[config.mk]
export PLATFORM = sky130hd
export DESIGN_NAME = dram_strobe_decoder
export DESIGN_NICKNAME = d
export VERILOG_FILES = /design/src/rtl/dram_dec_pkg.sv /design/src/rtl/dram_sync_chain.sv /design/src/rtl/dram_strobe_ctrl.sv /design/src/rtl/dram_refresh_path.sv /design/src/rtl/dram_strobe_decoder.sv
export SDC_FILE = /design/constraint.sdc
export NUM_CORES = 1
export LEC_CHECK = 0
export BUFFER_PORTS_ARGS = -buffer_cell sky130_fd_sc_hd__buf_2
export CAP_MARGIN = 40
export CORE_ASPECT_RATIO = 1.4
export CORE_MARGIN = 3
export CORE_UTILIZATION = 30
export CTS_CLUSTER_SIZE = 16
export DETAILED_ROUTE_END_ITERATION = 7
export PLACE_DENSITY = 0.52
export RECOVER_POWER = 50
export SKIP_CTS_REPAIR_TIMING = 1
export SYNTH_ARGS = -nofsm -noshare
export SYNTH_HDL_FRONTEND = slang
export SYNTH_SLANG_ARGS = --single-unit
export TNS_END_PERCENT = 5
[constraint.sdc]
create_clock -name clk -period 1.58 [get_ports clk]
set_clock_uncertainty 0.1 [all_clocks]
set_input_delay 0.079 -clock clk [delete_from_list [all_inputs] [get_ports clk]]
set_output_delay 0.079 -clock clk [all_outputs]
set_load 0.01 [all_outputs]
[src/rtl/dram_dec_pkg.sv]
package dram_dec_pkg;

  localparam int STROBE_W = 4;
  localparam int IDX_ROW  = 0;
  localparam int IDX_COL  = 1;
  localparam int IDX_WE   = 2;
  localparam int IDX_OE   = 3;

  typedef enum logic [1:0] {
    KIND_ADDR   = 2'd0,
    KIND_CBR    = 2'd1,
    KIND_HIDDEN = 2'd2
  } cycleKind_e;

  typedef struct packed {
    logic latchRow;
    logic useCounter;
  } rowCtrl_t;

endpackage

[src/rtl/dram_sync_chain.sv]
module dram_sync_chain #(
  parameter int WIDTH = 4,
  parameter int STAGES = 2,
  parameter logic [WIDTH-1:0] RESET_VAL = '0
) (
  input  logic             clk,
  input  logic             rstN,
  input  logic [WIDTH-1:0] dIn,
  output logic [WIDTH-1:0] dOut
);

  logic [WIDTH-1:0] stage [STAGES];

  always_ff @(posedge clk) begin
    if (!rstN) stage[0] <= RESET_VAL;
    else       stage[0] <= dIn;
  end

  for (genvar g = 1; g < STAGES; g++) begin : gStage
    always_ff @(posedge clk) begin
      if (!rstN) stage[g] <= RESET_VAL;
      else       stage[g] <= stage[g-1];
    end
  end

  assign dOut = stage[STAGES-1];

endmodule

[src/rtl/dram_strobe_ctrl.sv]
module dram_strobe_ctrl
  import dram_dec_pkg::*;
#(
  parameter int SYNC_STAGES = 2
) (
  input  logic       clk,
  input  logic       rstN,
  input  logic       rowStrobeN,
  input  logic       colStrobeN,
  input  logic       writeEnN,
  input  logic       outEnN,
  output rowCtrl_t   rowCtrl,
  output logic       cycleValid,
  output logic [1:0] cycleKind,
  output logic       driveEn,
  output logic       writeValid,
  output logic       writeLate
);

  logic [STROBE_W-1:0] rawStrobes, syncStrobes, prevStrobes;

  assign rawStrobes = {outEnN, writeEnN, colStrobeN, rowStrobeN};

  dram_sync_chain #(
    .WIDTH(STROBE_W),
    .STAGES(SYNC_STAGES),
    .RESET_VAL({STROBE_W{1'b1}})
  ) uStrobeSync (
    .clk(clk),
    .rstN(rstN),
    .dIn(rawStrobes),
    .dOut(syncStrobes)
  );

  logic rowLow, colLow, weLow, oeLow;
  logic rowFall, colFall, weFall, accessCol, lateWrite, earlyWrite;
  logic hiddenArm, hiddenArmNext;
  logic dataHeld, dataHeldNext;
  cycleKind_e kindNext;

  always_comb begin
    rowLow  = ~syncStrobes[IDX_ROW];
    colLow  = ~syncStrobes[IDX_COL];
    weLow   = ~syncStrobes[IDX_WE];
    oeLow   = ~syncStrobes[IDX_OE];
    rowFall = prevStrobes[IDX_ROW] & rowLow;
    colFall = prevStrobes[IDX_COL] & colLow;
    weFall  = prevStrobes[IDX_WE] & weLow;

    // a column fall counts as an access only inside an open row
    accessCol  = colFall & ~prevStrobes[IDX_ROW] & rowLow;
    earlyWrite = accessCol & weLow;
    lateWrite  = weFall & rowLow & colLow & dataHeld & ~accessCol;

    hiddenArmNext = colLow & (hiddenArm | accessCol);

    if (!colLow)        kindNext = KIND_ADDR;
    else if (hiddenArm) kindNext = KIND_HIDDEN;
    else                kindNext = KIND_CBR;

    if (!rowLow && !colLow) dataHeldNext = 1'b0;
    else if (accessCol)     dataHeldNext = ~weLow;
    else                    dataHeldNext = dataHeld;

    rowCtrl.latchRow   = rowFall;
    rowCtrl.useCounter = rowFall & colLow;
  end

  always_ff @(posedge clk) begin
    if (!rstN) begin
      prevStrobes <= {STROBE_W{1'b1}};
      hiddenArm   <= 1'b0;
      dataHeld    <= 1'b0;
      cycleValid  <= 1'b0;
      cycleKind   <= KIND_ADDR;
      driveEn     <= 1'b0;
      writeValid  <= 1'b0;
      writeLate   <= 1'b0;
    end else begin
      prevStrobes <= syncStrobes;
      hiddenArm   <= hiddenArmNext;
      dataHeld    <= dataHeldNext;
      cycleValid  <= rowFall;
      if (rowFall) cycleKind <= kindNext;
      driveEn     <= dataHeldNext & oeLow;
      writeValid  <= earlyWrite | lateWrite;
      if (earlyWrite | lateWrite) writeLate <= ~earlyWrite;
    end
  end

endmodule

[src/rtl/dram_refresh_path.sv]
module dram_refresh_path
  import dram_dec_pkg::*;
#(
  parameter int ROWS = 2048,
  parameter int SYNC_STAGES = 2,
  localparam int ROW_BITS = $clog2(ROWS)
) (
  input  logic                clk,
  input  logic                rstN,
  input  rowCtrl_t            rowCtrl,
  input  logic [ROW_BITS-1:0] rowAddr,
  input  logic                testMode,
  output logic [ROW_BITS-1:0] refreshRow,
  output logic [ROW_BITS-1:0] counterView
);

  localparam logic [ROW_BITS-1:0] LAST_ROW = ROW_BITS'(ROWS - 1);

  logic [ROW_BITS-1:0] addrSync;
  logic [ROW_BITS-1:0] rowCount;

  dram_sync_chain #(
    .WIDTH(ROW_BITS),
    .STAGES(SYNC_STAGES),
    .RESET_VAL('0)
  ) uAddrSync (
    .clk(clk),
    .rstN(rstN),
    .dIn(rowAddr),
    .dOut(addrSync)
  );

  always_ff @(posedge clk) begin
    if (!rstN) begin
      refreshRow <= '0;
      rowCount   <= '0;
    end else if (rowCtrl.latchRow) begin
      if (rowCtrl.useCounter) begin
        refreshRow <= rowCount;
        rowCount   <= (rowCount == LAST_ROW) ? '0 : rowCount + 1'b1;
      end else begin
        refreshRow <= addrSync;
      end
    end
  end

  assign counterView = testMode ? rowCount : '0;

endmodule

[src/rtl/dram_strobe_decoder.sv]
module dram_strobe_decoder
  import dram_dec_pkg::*;
#(
  parameter int REFRESH_ROWS = 2048,
  parameter int SYNC_STAGES = 2,
  localparam int ROW_BITS = $clog2(REFRESH_ROWS)
) (
  input  logic                clk,
  input  logic                rstN,
  input  logic                rowStrobeN,
  input  logic                colStrobeN,
  input  logic                writeEnN,
  input  logic                outEnN,
  input  logic [ROW_BITS-1:0] rowAddr,
  input  logic                testMode,
  output logic                cycleValid,
  output logic [1:0]          cycleKind,
  output logic [ROW_BITS-1:0] refreshRow,
  output logic                driveEn,
  output logic                writeValid,
  output logic                writeLate,
  output logic [ROW_BITS-1:0] counterView
);

  rowCtrl_t rowCtrl;

  dram_strobe_ctrl #(.SYNC_STAGES(SYNC_STAGES)) uCtrl (
    .clk(clk),
    .rstN(rstN),
    .rowStrobeN(rowStrobeN),
    .colStrobeN(colStrobeN),
    .writeEnN(writeEnN),
    .outEnN(outEnN),
    .rowCtrl(rowCtrl),
    .cycleValid(cycleValid),
    .cycleKind(cycleKind),
    .driveEn(driveEn),
    .writeValid(writeValid),
    .writeLate(writeLate)
  );

  dram_refresh_path #(.ROWS(REFRESH_ROWS), .SYNC_STAGES(SYNC_STAGES)) uPath (
    .clk(clk),
    .rstN(rstN),
    .rowCtrl(rowCtrl),
    .rowAddr(rowAddr),
    .testMode(testMode),
    .refreshRow(refreshRow),
    .counterView(counterView)
  );

endmodule

==> results of run 1 <==
==> tightest hold or removal path: stages <==
cell and delay (ps):
buf_2 110, buf_12 170, nand2b_1 80
==> power by group <==
part	internal, mW	leakage [nW]	switching [mW]
Sequential	1.64	0.517	0.0170
Combinational	0.105	0.885	0.0859
Clock	0.732	0.105	0.580
==> layout by cell type (no fill, tap or decap), types with 9 or more instances in the layout <==
master and count:
nor2_1 10, nand2b_1 12, nand2_1 23, mux2i_1 9
dfxtp_1 61, and2_1 34, clkbuf_8 13, buf_2 36
o211a_1 11, dlygate4sd3_1 15, buf_4 16, clkbuf_1 9
==> logic make-up (layout without fill, tap and decap cells) <==
logic type	after synthesis	count (layout)	share of synthesized area, %
AND/OR/NAND/NOR	105	105	26.1
flip-flops	63	63	53.8
AO/OA/AOI/OAI	27	27	9.71
buffers and inverters	17	97	3.47
multiplexers	9	9	3.84
XOR/XNOR	7	7	2.61
adder cells (fa/ha/maj)	1	1	0.533
==> metal layers <==
layer	vias to the layer above	wire length (µm)	global-route usage (%)
met2	43	2300	16.9
met1	782	2130	14.4
met3	8	274	4.24
met5	-	0	0
met4	0	102	6.43
li1	917	-	-
==> state kept, by name (all words and copies together) (netlist names) <==
name,flops
uPath.uAddrSync.stage,22
uPath.refreshRow,11
uPath.rowCount,11
uCtrl.uStrobeSync.stage,8
uCtrl.prevStrobes,3
uCtrl.cycleKind,2
uCtrl.cycleValid,1
uCtrl.dataHeld,1
uCtrl.driveEn,1
uCtrl.hiddenArm,1
uCtrl.writeLate,1
uCtrl.writeValid,1
==> final timing paths <==
path | from | end | slack [ps] | cells past startpoint
worst min-delay path | rstN | uCtrl.uStrobeSync.stage[0][3] | 50 | 3
worst max register to register | uPath.rowCount[1] | uPath.rowCount[4] | 80 | 4
worst max-delay path | uPath.rowCount[1] | uPath.rowCount[4] | 80 | 4
worst min register to register | uCtrl.uStrobeSync.stage[1][3] | uCtrl.driveEn | 290 | 1
==> per-stage QoR <==
| stage | total power [mW] | hold WS (ps) | cell area, µm² |
|---|---|---|---|
| after global placement | 1.86 | 161 | 2780 |
| after CTS | 3.19 | -201 | 2980 |
| final | 3.16 | 47.7 | 3130 |
| after detailed placement | 1.86 | 163 | 2780 |
| after global routing | 3.31 | 60.7 | 3130 |
| after floorplan | 1.79 | 80.5 | 2350 |
==> cell type report <==
| cell class | instances | area, µm² |
|---|---|---|
| timing repair buffer | 78 | 524 |
| tap | 97 | 121 |
| clock buffer | 13 | 179 |
| inverter | 3 | 11.3 |
| fill | 737 | 4330 |
| multi-input combinational | 149 | 1010 |
| clock inverter | 3 | 15.0 |
| sequential | 63 | 1260 |
==> impl_metrics.py, run 1 <==
metrics = {
    "sta": {
        "min_period_over_period_pct": 95.1,
        "final.setup.tns_ps": 0,
        "final_hold_vios": 0,
        "final-max-slew-violation-count": 0,
        "postLayoutSetupSlackWorst_ps": 77.4,
        "tightestPinTransition_ps": 407,
        "timing.final.setup_violations": 0,
        "rsz0062_at_grt": "yes",
        "fmax_ghz": 0.666,
        "minimum_clock_period_ps": 1500,
        "worst_slew_margin_relative_to_its_limit_pct": 72.8,
    },
    "global_routing": {
        "overall_overflow_remaining_after_global_route": 0,
        "antenna_found_initial": 0,
        "first_global_vias": 1604,
        "maximum_number_of_pins_on_one_net_before_global_route_repair": 56,
        "global_route_wire_length_before_repair_mm": 7.82,
        "grt_usage_pct": 11.5,
    },
    "run": {
        "maxCapViolCount": 0,
    },
    "worst_setup_path": {
        "worst_setup_path_start_kind": "flip-flop",
        "timing.critical_path.to_type": "flip-flop",
        "buf_inv_stages_crit_path": 0,
        "worst_ep_required_time_ps": 1690,
        "critPathMaxFanout": 6,
        "critical_path.top_delay_family": "compound AO/OA/AOI/OAI gates",
        "critical_path.max_stage_delay_ps": 520,
        "critical_setup_path_kind": "reg2reg",
        "critPathSlowestCell": "o41ai_4",
        "cp_data_arrival_time_ps": 1610,
        "worstPathCellList": "ha_2, nand4_1, o41ai_4, nor2_1",
    },
    "status": {
        "outcome": "completed",
    },
    "clocking": {
        "clock_net_sink_count": 63,
        "number_of_buffers_created_by_cts": 9,
        "clock_insertion_delay_worst_skew_ps": 340,
        "path_clk_slew_ps": 60,
        "cts_tree": "built",
        "clk_buf_depth": 2,
        "htree_levels": 3,
        "cts.root.buffer_cell": "clkbuf_8",
    },
    "floorplan": {
        "die_y_um": 111,
        "start_util_pct": 31.5,
        "chipWidth_um": 80.7,
        "core_region_area_um2": 7450,
        "boundaryPins": 46,
        "design.die.area_um2": 8930,
        "fp-row-count": 37,
    },
    "synthesis": {
        "dominantRegCellSynth": "dfxtp_1",
        "yosysWarningCount": 0,
        "synth_top_cells_by_area": "dfxtp_1 54%, and2_1 10%, o211a_1 4.7%",
        "synth.yosys.seq_area_share_pct": 53.8,
        "syn_avg_cell_area_um2": 10.2,
        "mapped_nets": 248,
        "synthDominantCellAreaShare_pct": 53.8,
        "synth-seq-cells": 63,
        "synth.distinct_cells": 37,
        "synth-edff-count": 0,
        "netlist_instances": 229,
        "synthesized_area_um2": 2350,
        "synth.cells.most_frequent": "63 x dfxtp_1, 38 x and2_1, 23 x nand2_1",
        "yosysMostFrequentCell": "dfxtp_1",
        "synth-async-reset-ratio_pct": 0,
        "yosysTopAreaCell": "dfxtp_1",
    },
    "route": {
        "firstDrtPassIters": 4,
        "antenna_violating_nets_remaining": 0,
        "total_via_count_after_detailed_routing": 1750,
        "drtIter0Drc": 84,
        "avgViaCountPerCell": 4.31,
        "number_of_drc_violations_after_detailed_routing": 0,
        "wl_per_cell_um": 11.8,
        "wl_mm": 4.81,
    },
    "cells_and_area": {
        "area_delta_synth_final_pct": 33.3,
        "stdcell_count": 406,
        "nets": 323,
        "antenna-diode-count": 0,
        "utilization_pct": 42.0,
        "fraction_of_final_layout_cells_with_drive_strength_greater_than_1_pct": 25.6,
    },
    "power_and_ir_drop": {
        "vdd_drop_max_mv": 0.521,
        "power_density_nw_per_um2": 1010,
        "leakagePower_nw": 1.51,
    },
    "place": {
        "place.gp.congestion": 0.816,
        "place.detailed.instances": 375,
        "pre_cts_slack_ps": 12.7,
        "detailedPlacementHpwl_mm": 3.27,
        "io_buffers": 45,
    },
    "min_path": {
        "hp-class": "in2reg",
    },
}
No activity file was read; power rests on OpenSTA's default activity.
==> run 2: changes to the inputs <==
ABC_AREA = 1   (was default)
==> impl_metrics.py, run 2 <==
metrics = {
    "status": {
        "outcome": "completed",
    },
    "clocking": {
        "cts_tree": "built",
        "cts.root.buffer_cell": "clkbuf_8",
        "clock_insertion_delay_worst_skew_ps": 340,
        "number_of_buffers_created_by_cts": 9,
        "htree_levels": 3,
        "path_clk_slew_ps": 70,
        "clock_net_sink_count": 63,
        "clk_buf_depth": 2,
    },
    "power_and_ir_drop": {
        "post_layout_total_power_mw": 3.00,
        "combinational_share_of_power_pct": 5.7,
        "clkPwrFrac_pct": 38.9,
        "sequentialPowerShare_pct": 55.4,
        "leakagePower_nw": 1.54,
        "cellInternalPower_mw": 2.32,
        "netSwitchingFraction_pct": 22.5,
        "switchingPower_mw": 0.675,
        "vdd_drop_max_mv": 0.490,
        "power_density_nw_per_um2": 989,
    },
    "synthesis": {
        "synth_top_cells_by_area": "dfxtp_1 53%, nand2_1 13%, inv_1 8.3%",
        "yosysTopAreaCell": "dfxtp_1",
        "syn_avg_cell_area_um2": 7.75,
        "synth.distinct_cells": 26,
        "synth-async-reset-ratio_pct": 0,
        "yosysWarningCount": 0,
        "synthesized_area_um2": 2390,
        "synth.yosys.seq_area_share_pct": 52.7,
        "mapped_nets": 328,
        "synth-edff-count": 0,
        "synthDominantCellAreaShare_pct": 52.7,
        "synth.cells.most_frequent": "85 x nand2_1, 63 x dfxtp_1, 53 x inv_1",
        "dominantRegCellSynth": "dfxtp_1",
        "yosysMostFrequentCell": "nand2_1",
        "synth-seq-cells": 63,
        "netlist_instances": 309,
    },
    "floorplan": {
        "boundaryPins": 46,
        "fp-row-count": 37,
        "core_region_area_um2": 7550,
        "start_util_pct": 31.7,
        "chipWidth_um": 81.5,
        "design.die.area_um2": 9100,
        "die_y_um": 112,
    },
    "worst_setup_path": {
        "critPathMaxFanout": 5,
        "worst_setup_path_start_kind": "flip-flop",
        "timing.critical_path.to_type": "flip-flop",
        "worst_ep_required_time_ps": 1710,
        "critical_setup_path_kind": "reg2reg",
        "cp_data_arrival_time_ps": 1620,
    },
    "route": {
        "avgViaCountPerCell": 4.28,
        "antenna_violating_nets_remaining": 0,
        "total_via_count_after_detailed_routing": 2049,
        "drtIter0Drc": 101,
        "number_of_drc_violations_after_detailed_routing": 0,
        "wl_per_cell_um": 11.0,
        "firstDrtPassIters": 4,
        "wl_mm": 5.28,
    },
    "global_routing": {
        "grt_usage_pct": 12.7,
        "first_global_vias": 1961,
        "overall_overflow_remaining_after_global_route": 0,
        "maximum_number_of_pins_on_one_net_before_global_route_repair": 39,
        "global_route_wire_length_before_repair_mm": 8.83,
        "antenna_found_initial": 0,
    },
    "cells_and_area": {
        "layout.cells.most_common": "nand2_1",
        "largest_register_ff_count": 22,
        "antenna-diode-count": 0,
        "largestRegisters": "uPath.uAddrSync.stage x22, uPath.refreshRow x11, uPath.rowCount x11",
        "area_delta_synth_final_pct": 26.6,
        "fraction_of_final_layout_cells_with_drive_strength_greater_than_1_pct": 18.8,
        "commonest_non_fill_non_tap_cells_in_the_layout": "84 x nand2_1, 62 x dfxtp_1, 53 x inv_1",
        "utilization_pct": 40.2,
        "nets": 397,
        "largest-register": "uPath.uAddrSync.stage",
    },
    "sta": {
        "fmax_ghz": 0.672,
        "final_hold_vios": 0,
        "final-max-slew-violation-count": 0,
        "final.setup.tns_ps": 0,
        "timing.final.setup_violations": 0,
        "tightestPinTransition_ps": 385,
        "worst_slew_margin_relative_to_its_limit_pct": 74.3,
        "min_period_over_period_pct": 94.1,
        "minimum_clock_period_ps": 1490,
        "postLayoutSetupSlackWorst_ps": 92.5,
    },
    "place": {
        "place.gp.congestion": 0.879,
        "pre_cts_slack_ps": 69.6,
        "detailedPlacementHpwl_mm": 3.74,
        "io_buffers": 45,
    },
    "min_path": {
        "hp-class": "in2reg",
    },
    "run": {
        "maxCapViolCount": 0,
    },
}
[run 2: cell count changes in the layout (fill, tap and decap cells not counted), moves of 7 or more]
cell / previous run / this run
nand2b_1: 12 / 0
a21oi_1: 5 / 17
or2_2: 0 / 8
and2_1: 34 / 0
nand2_1: 23 / 84
o211a_1: 11 / 0
mux2i_1: 9 / 0
clkbuf_1: 9 / 16
buf_4: 16 / 8
nor2_1: 10 / 29
inv_1: 3 / 53
o211ai_1: 1 / 10
nand3_1: 1 / 10
[run 2: power by group through the flow]
stage / Sequential [mW] / Clock [mW] / Combinational [mW]
2_1_floorplan: 1.70 / 0 / 0.0935
6_report: 1.66 / 1.17 / 0.171
5_1_grt: 1.67 / 1.29 / 0.197
3_3_place_gp: 1.70 / 0 / 0.146
3_5_place_dp: 1.70 / 0 / 0.147
4_1_cts: 1.66 / 1.21 / 0.148
[run 2: worst paths after layout]
| check | to | slack (ps) | cells past startpoint | startpoint |
|---|---|---|---|---|
| worst max-delay path | uPath.rowCount[9] | 90 | 6 | uPath.rowCount[0] |
| worst max register to register | uPath.rowCount[9] | 90 | 6 | uPath.rowCount[0] |
| worst min-delay path | uCtrl.cycleValid | 70 | 3 | rstN |
| worst min register to register | uCtrl.driveEn | 280 | 1 | uCtrl.uStrobeSync.stage[1][3] |
[run 2: cell type report]
class,count,area (µm²)
Inverter,56,210
Tap cell,97,121
Timing Repair Buffer,68,420
Clock buffer,14,153
Clock inverter,1,5.00
Sequential cell,63,1260
Multi-Input combinational cell,180,858
Fill cell,805,4520
[run 2: cells by family (layout without fill, tap and decap cells)]
family,count (synthesis),count (layout),synth area share (%)
adder cells (fa/ha/maj),1,1,0.523
AO/OA/AOI/OAI,33,33,7.95
AND/OR/NAND/NOR,145,145,26.8
flip-flops,63,63,52.7
XOR/XNOR,1,1,0.366
buffers and inverters,66,139,11.7
[run 2: critical path: stages, from the launching register on]
cell,delay [ps]
dfxtp_1,410
ha_1,190
nand2_1,140
nor2_1,190
nand4_1,130
nand2_2,150
nor2_1,60
[run 2: per-stage QoR]
| stage | instance area [µm²] | hold slack (ps) | std cells |
|---|---|---|---|
| finish | 3030 | 70.6 | 479 |
| detailed placement | 2730 | 163 | 449 |
| floorplan | 2390 | 76.6 | 309 |
| global route | 3030 | 124 | 479 |
| CTS | 2890 | -198 | 464 |
| global placement | 2730 | 164 | 449 |
[run 2: metal layers]
metal | part of all wire, % | up-vias | GRT usage (%)
met5 | 0 | - | 0
met4 | 2.5 | 0 | 6.54
met3 | 4.7 | 11 | 4.21
met2 | 50 | 49 | 20.9
met1 | 42 | 915 | 14.2
li1 | - | 1074 | -
==> run 3: changes to the inputs <==
SYNTH_HIERARCHICAL = 1   (was default)
==> impl_metrics.py, run 3 <==
metrics = {
    "synthesis": {
        "synth_adder_area_share_pct": 0.515,
        "synthDominantCellAreaShare_pct": 51.9,
        "synth.yosys.seq_area_share_pct": 51.9,
        "synth-edff-count": 0,
        "mapped_nets": 344,
        "synth_top_cells_by_area": "dfxtp_1 52%, nand2_1 16%, inv_1 12%",
        "main_combinational_cell_family_by_area_after_synthesis": "simple AND/OR/NAND/NOR gates",
        "dominantRegCellSynth": "dfxtp_1",
        "synth_xor_area_share_pct": 0.360,
        "yosysWarningCount": 6,
        "syn_avg_cell_area_um2": 7.48,
        "synth.cells.most_frequent": "101 x nand2_1, 76 x inv_1, 63 x dfxtp_1",
        "synth.mux.area_fraction_pct": 0,
        "netlist_instances": 325,
        "synth-async-reset-ratio_pct": 0,
        "synthesized_area_um2": 2430,
        "synth.distinct_cells": 26,
        "yosysTopAreaCell": "dfxtp_1",
        "post_synth_simple_gate_area_pct": 27.9,
        "synth-compound-area-share_pct": 4.94,
        "synth-seq-cells": 63,
        "yosysMostFrequentCell": "nand2_1",
    },
    "worst_setup_path": {
        "critical_path.max_stage_delay_ps": 330,
        "critPathSlowestCell": "dfxtp_2",
        "reg2regPathDepth": 8,
        "critPathMaxFanout": 5,
        "worst-r2r-setup-slack_ps": 60,
        "reg2reg_from": "uCtrl/uStrobeSync/stage[1][0]",
        "timing.critical_path.to_type": "flip-flop",
        "worst_ep_required_time_ps": 1710,
        "cp_data_arrival_time_ps": 1640,
        "worst_setup_path_start_kind": "flip-flop",
        "timing.critical_path.from": "uCtrl/uStrobeSync/stage[1][0]",
        "critPathMostFrequentCell": "nand2_4",
        "critical_setup_path_kind": "reg2reg",
        "timing.rr.end": "uPath/rowCount[7]",
        "worstPathCellList": "inv_2, nand2_4, nor2_4, nand2_4, nor3_4, nand2_1, nand2_2, nor2_1",
    },
    "route": {
        "firstDrtPassIters": 4,
        "drtIter0Drc": 144,
        "number_of_drc_violations_after_detailed_routing": 0,
        "antenna_violating_nets_remaining": 0,
        "total_via_count_after_detailed_routing": 2095,
        "wl_mm": 5.29,
        "avgViaCountPerCell": 4.15,
        "wl_per_cell_um": 10.5,
    },
    "sta": {
        "rsz0062_at_grt": "yes",
        "min_period_over_period_pct": 95.9,
        "timing.final.setup_violations": 0,
        "worst_hold_slack_ps": 296,
        "fmax_ghz": 0.660,
        "final-max-slew-violation-count": 0,
        "tightestPinTransition_ps": 353,
        "worst_slew_margin_relative_to_its_limit_pct": 76.4,
        "minimum_clock_period_ps": 1520,
        "final_hold_vios": 0,
    },
    "place": {
        "io_buffers": 45,
        "detailedPlacementHpwl_mm": 3.72,
        "place.gp.congestion": 0.832,
        "placed_area_um2": 2790,
        "place.detailed.instances": 469,
    },
    "power_and_ir_drop": {
        "combinational_share_of_power_pct": 4.5,
        "switchingPower_mw": 0.702,
        "netSwitchingFraction_pct": 20.1,
        "vdd_drop_max_mv": 0.497,
        "power_density_nw_per_um2": 1070,
        "leakagePower_nw": 1.78,
        "sequentialPowerShare_pct": 47.1,
        "cellInternalPower_mw": 2.79,
        "clkPwrFrac_pct": 48.4,
    },
    "global_routing": {
        "global_route_wire_length_before_repair_mm": 8.72,
        "first_global_vias": 1911,
        "overall_overflow_remaining_after_global_route": 0,
        "maximum_number_of_pins_on_one_net_before_global_route_repair": 17,
        "antenna_found_initial": 0,
        "grt_usage_pct": 12.5,
    },
    "cells_and_area": {
        "fraction_of_final_layout_cells_with_drive_strength_greater_than_1_pct": 23.5,
        "largestRegisters": "uPath/uAddrSync/stage x22, uPath/refreshRow x11, uPath/rowCount x11",
        "layout.cells.most_common": "nand2_1",
        "largest_register_ff_count": 22,
        "stdcell_count": 505,
        "commonest_non_fill_non_tap_cells_in_the_layout": "101 x nand2_1, 73 x inv_1, 61 x dfxtp_1",
        "area_delta_synth_final_pct": 34.4,
        "utilization_pct": 41.9,
        "largest-register": "uPath/uAddrSync/stage",
        "nets": 419,
        "antenna-diode-count": 0,
        "postLayoutCellArea_um2": 3270,
    },
    "min_path": {
        "hp-class": "reg2reg",
        "worst_hold_path.num_cells": 2,
        "worstHoldEndpoint": "uCtrl/uStrobeSync/stage[1][0]",
        "min_from": "uCtrl/uStrobeSync/stage[0][0]",
    },
    "floorplan": {
        "boundaryPins": 46,
        "core_region_area_um2": 7800,
        "fp-row-count": 38,
        "start_util_pct": 31.2,
        "design.die.area_um2": 9230,
        "chipWidth_um": 82.1,
        "die_y_um": 112,
    },
    "clocking": {
        "htree_levels": 3,
        "number_of_buffers_created_by_cts": 9,
        "clock_net_sink_count": 63,
        "clk_buf_depth": 2,
        "path_clk_slew_ps": 70,
        "cts.root.buffer_cell": "clkbuf_8",
        "cts_tree": "built",
        "clock_insertion_delay_worst_skew_ps": 340,
    },
    "run": {
        "maxCapViolCount": 0,
    },
    "status": {
        "outcome": "completed",
    },
}
## run 3: cell types whose count changed after synthesis, sizes merged, moves of 2 or more
| cell | before | now |
|---|---|---|
| a21oi | 17 | 11 |
| buf | 8 | 6 |
| clkbuf | 2 | 4 |
| inv | 55 | 77 |
| nand2 | 87 | 106 |
| nand3 | 11 | 23 |
| nor2 | 33 | 17 |
| o211ai | 10 | 7 |
| o21ai | 6 | 1 |
| or2 | 8 | 0 |
## run 3: through the flow
step                      worst slack (ps)  power [mW]  TNS (ps)
final                                 64.0        3.49         0
after global routing                 -31.4        3.65      -181
after CTS                             53.5        3.51         0
after detailed placement              72.1        1.80         0
after global placement                 133        1.80         0
after floorplan                        172        1.75         0
## run 3: worst max-delay path by stage
stage | endpoint | cells after the start
2_1_floorplan | uPath/refreshRow[7] | 10
3_3_place_gp | uPath/rowCount[7] | 8
3_5_place_dp | uPath/rowCount[2] | 8
4_1_cts | uPath/rowCount[2] | 8
5_1_grt | uPath/refreshRow[10] | 10
6_report | uPath/rowCount[7] | 8
## run 3: power groups by stage
stage               clock, mW  sequential (mW)  combinational (mW)
finish                   1.69             1.64               0.156
global route             1.82             1.65               0.180
global placement            0             1.68               0.118
floorplan                   0             1.68              0.0738
detailed placement          0             1.68               0.119
CTS                      1.74             1.64               0.120
## run 3: cell families (layout without fill, tap and decap cells)
kind of cell | after synthesis | in the layout
AO/OA/AOI/OAI | 20 | 20
XOR/XNOR | 1 | 1
adder cells (fa/ha/maj) | 1 | 1
buffers and inverters | 87 | 167
flip-flops | 63 | 63
AND/OR/NAND/NOR | 153 | 153
## run 3: routing by layer
| metal | share of wire (%) | global-route usage [%] |
|---|---|---|
| met1 | 43 | 15.1 |
| met2 | 48 | 19.1 |
| met3 | 5.7 | 3.93 |
| met4 | 2.7 | 7.54 |
| met5 | 0 | 0 |
## run 3: worst max-delay path: cells and delay by family, from the launching register on
kind                   cells  cell delay [ps]
buffers and inverters      1               80
flip-flops                 1              330
AND/OR/NAND/NOR            7              900
## run 3: final cells by class
type                    count  area, µm²
repair inverters            1       5.00
repair buffers             73        482
multi-input cells         175        848
clock inverters             6        108
clock buffers              10        138
fillers                   813       4530
flip-flops and latches     63       1260
well taps                 100        125
inverters                  77        297
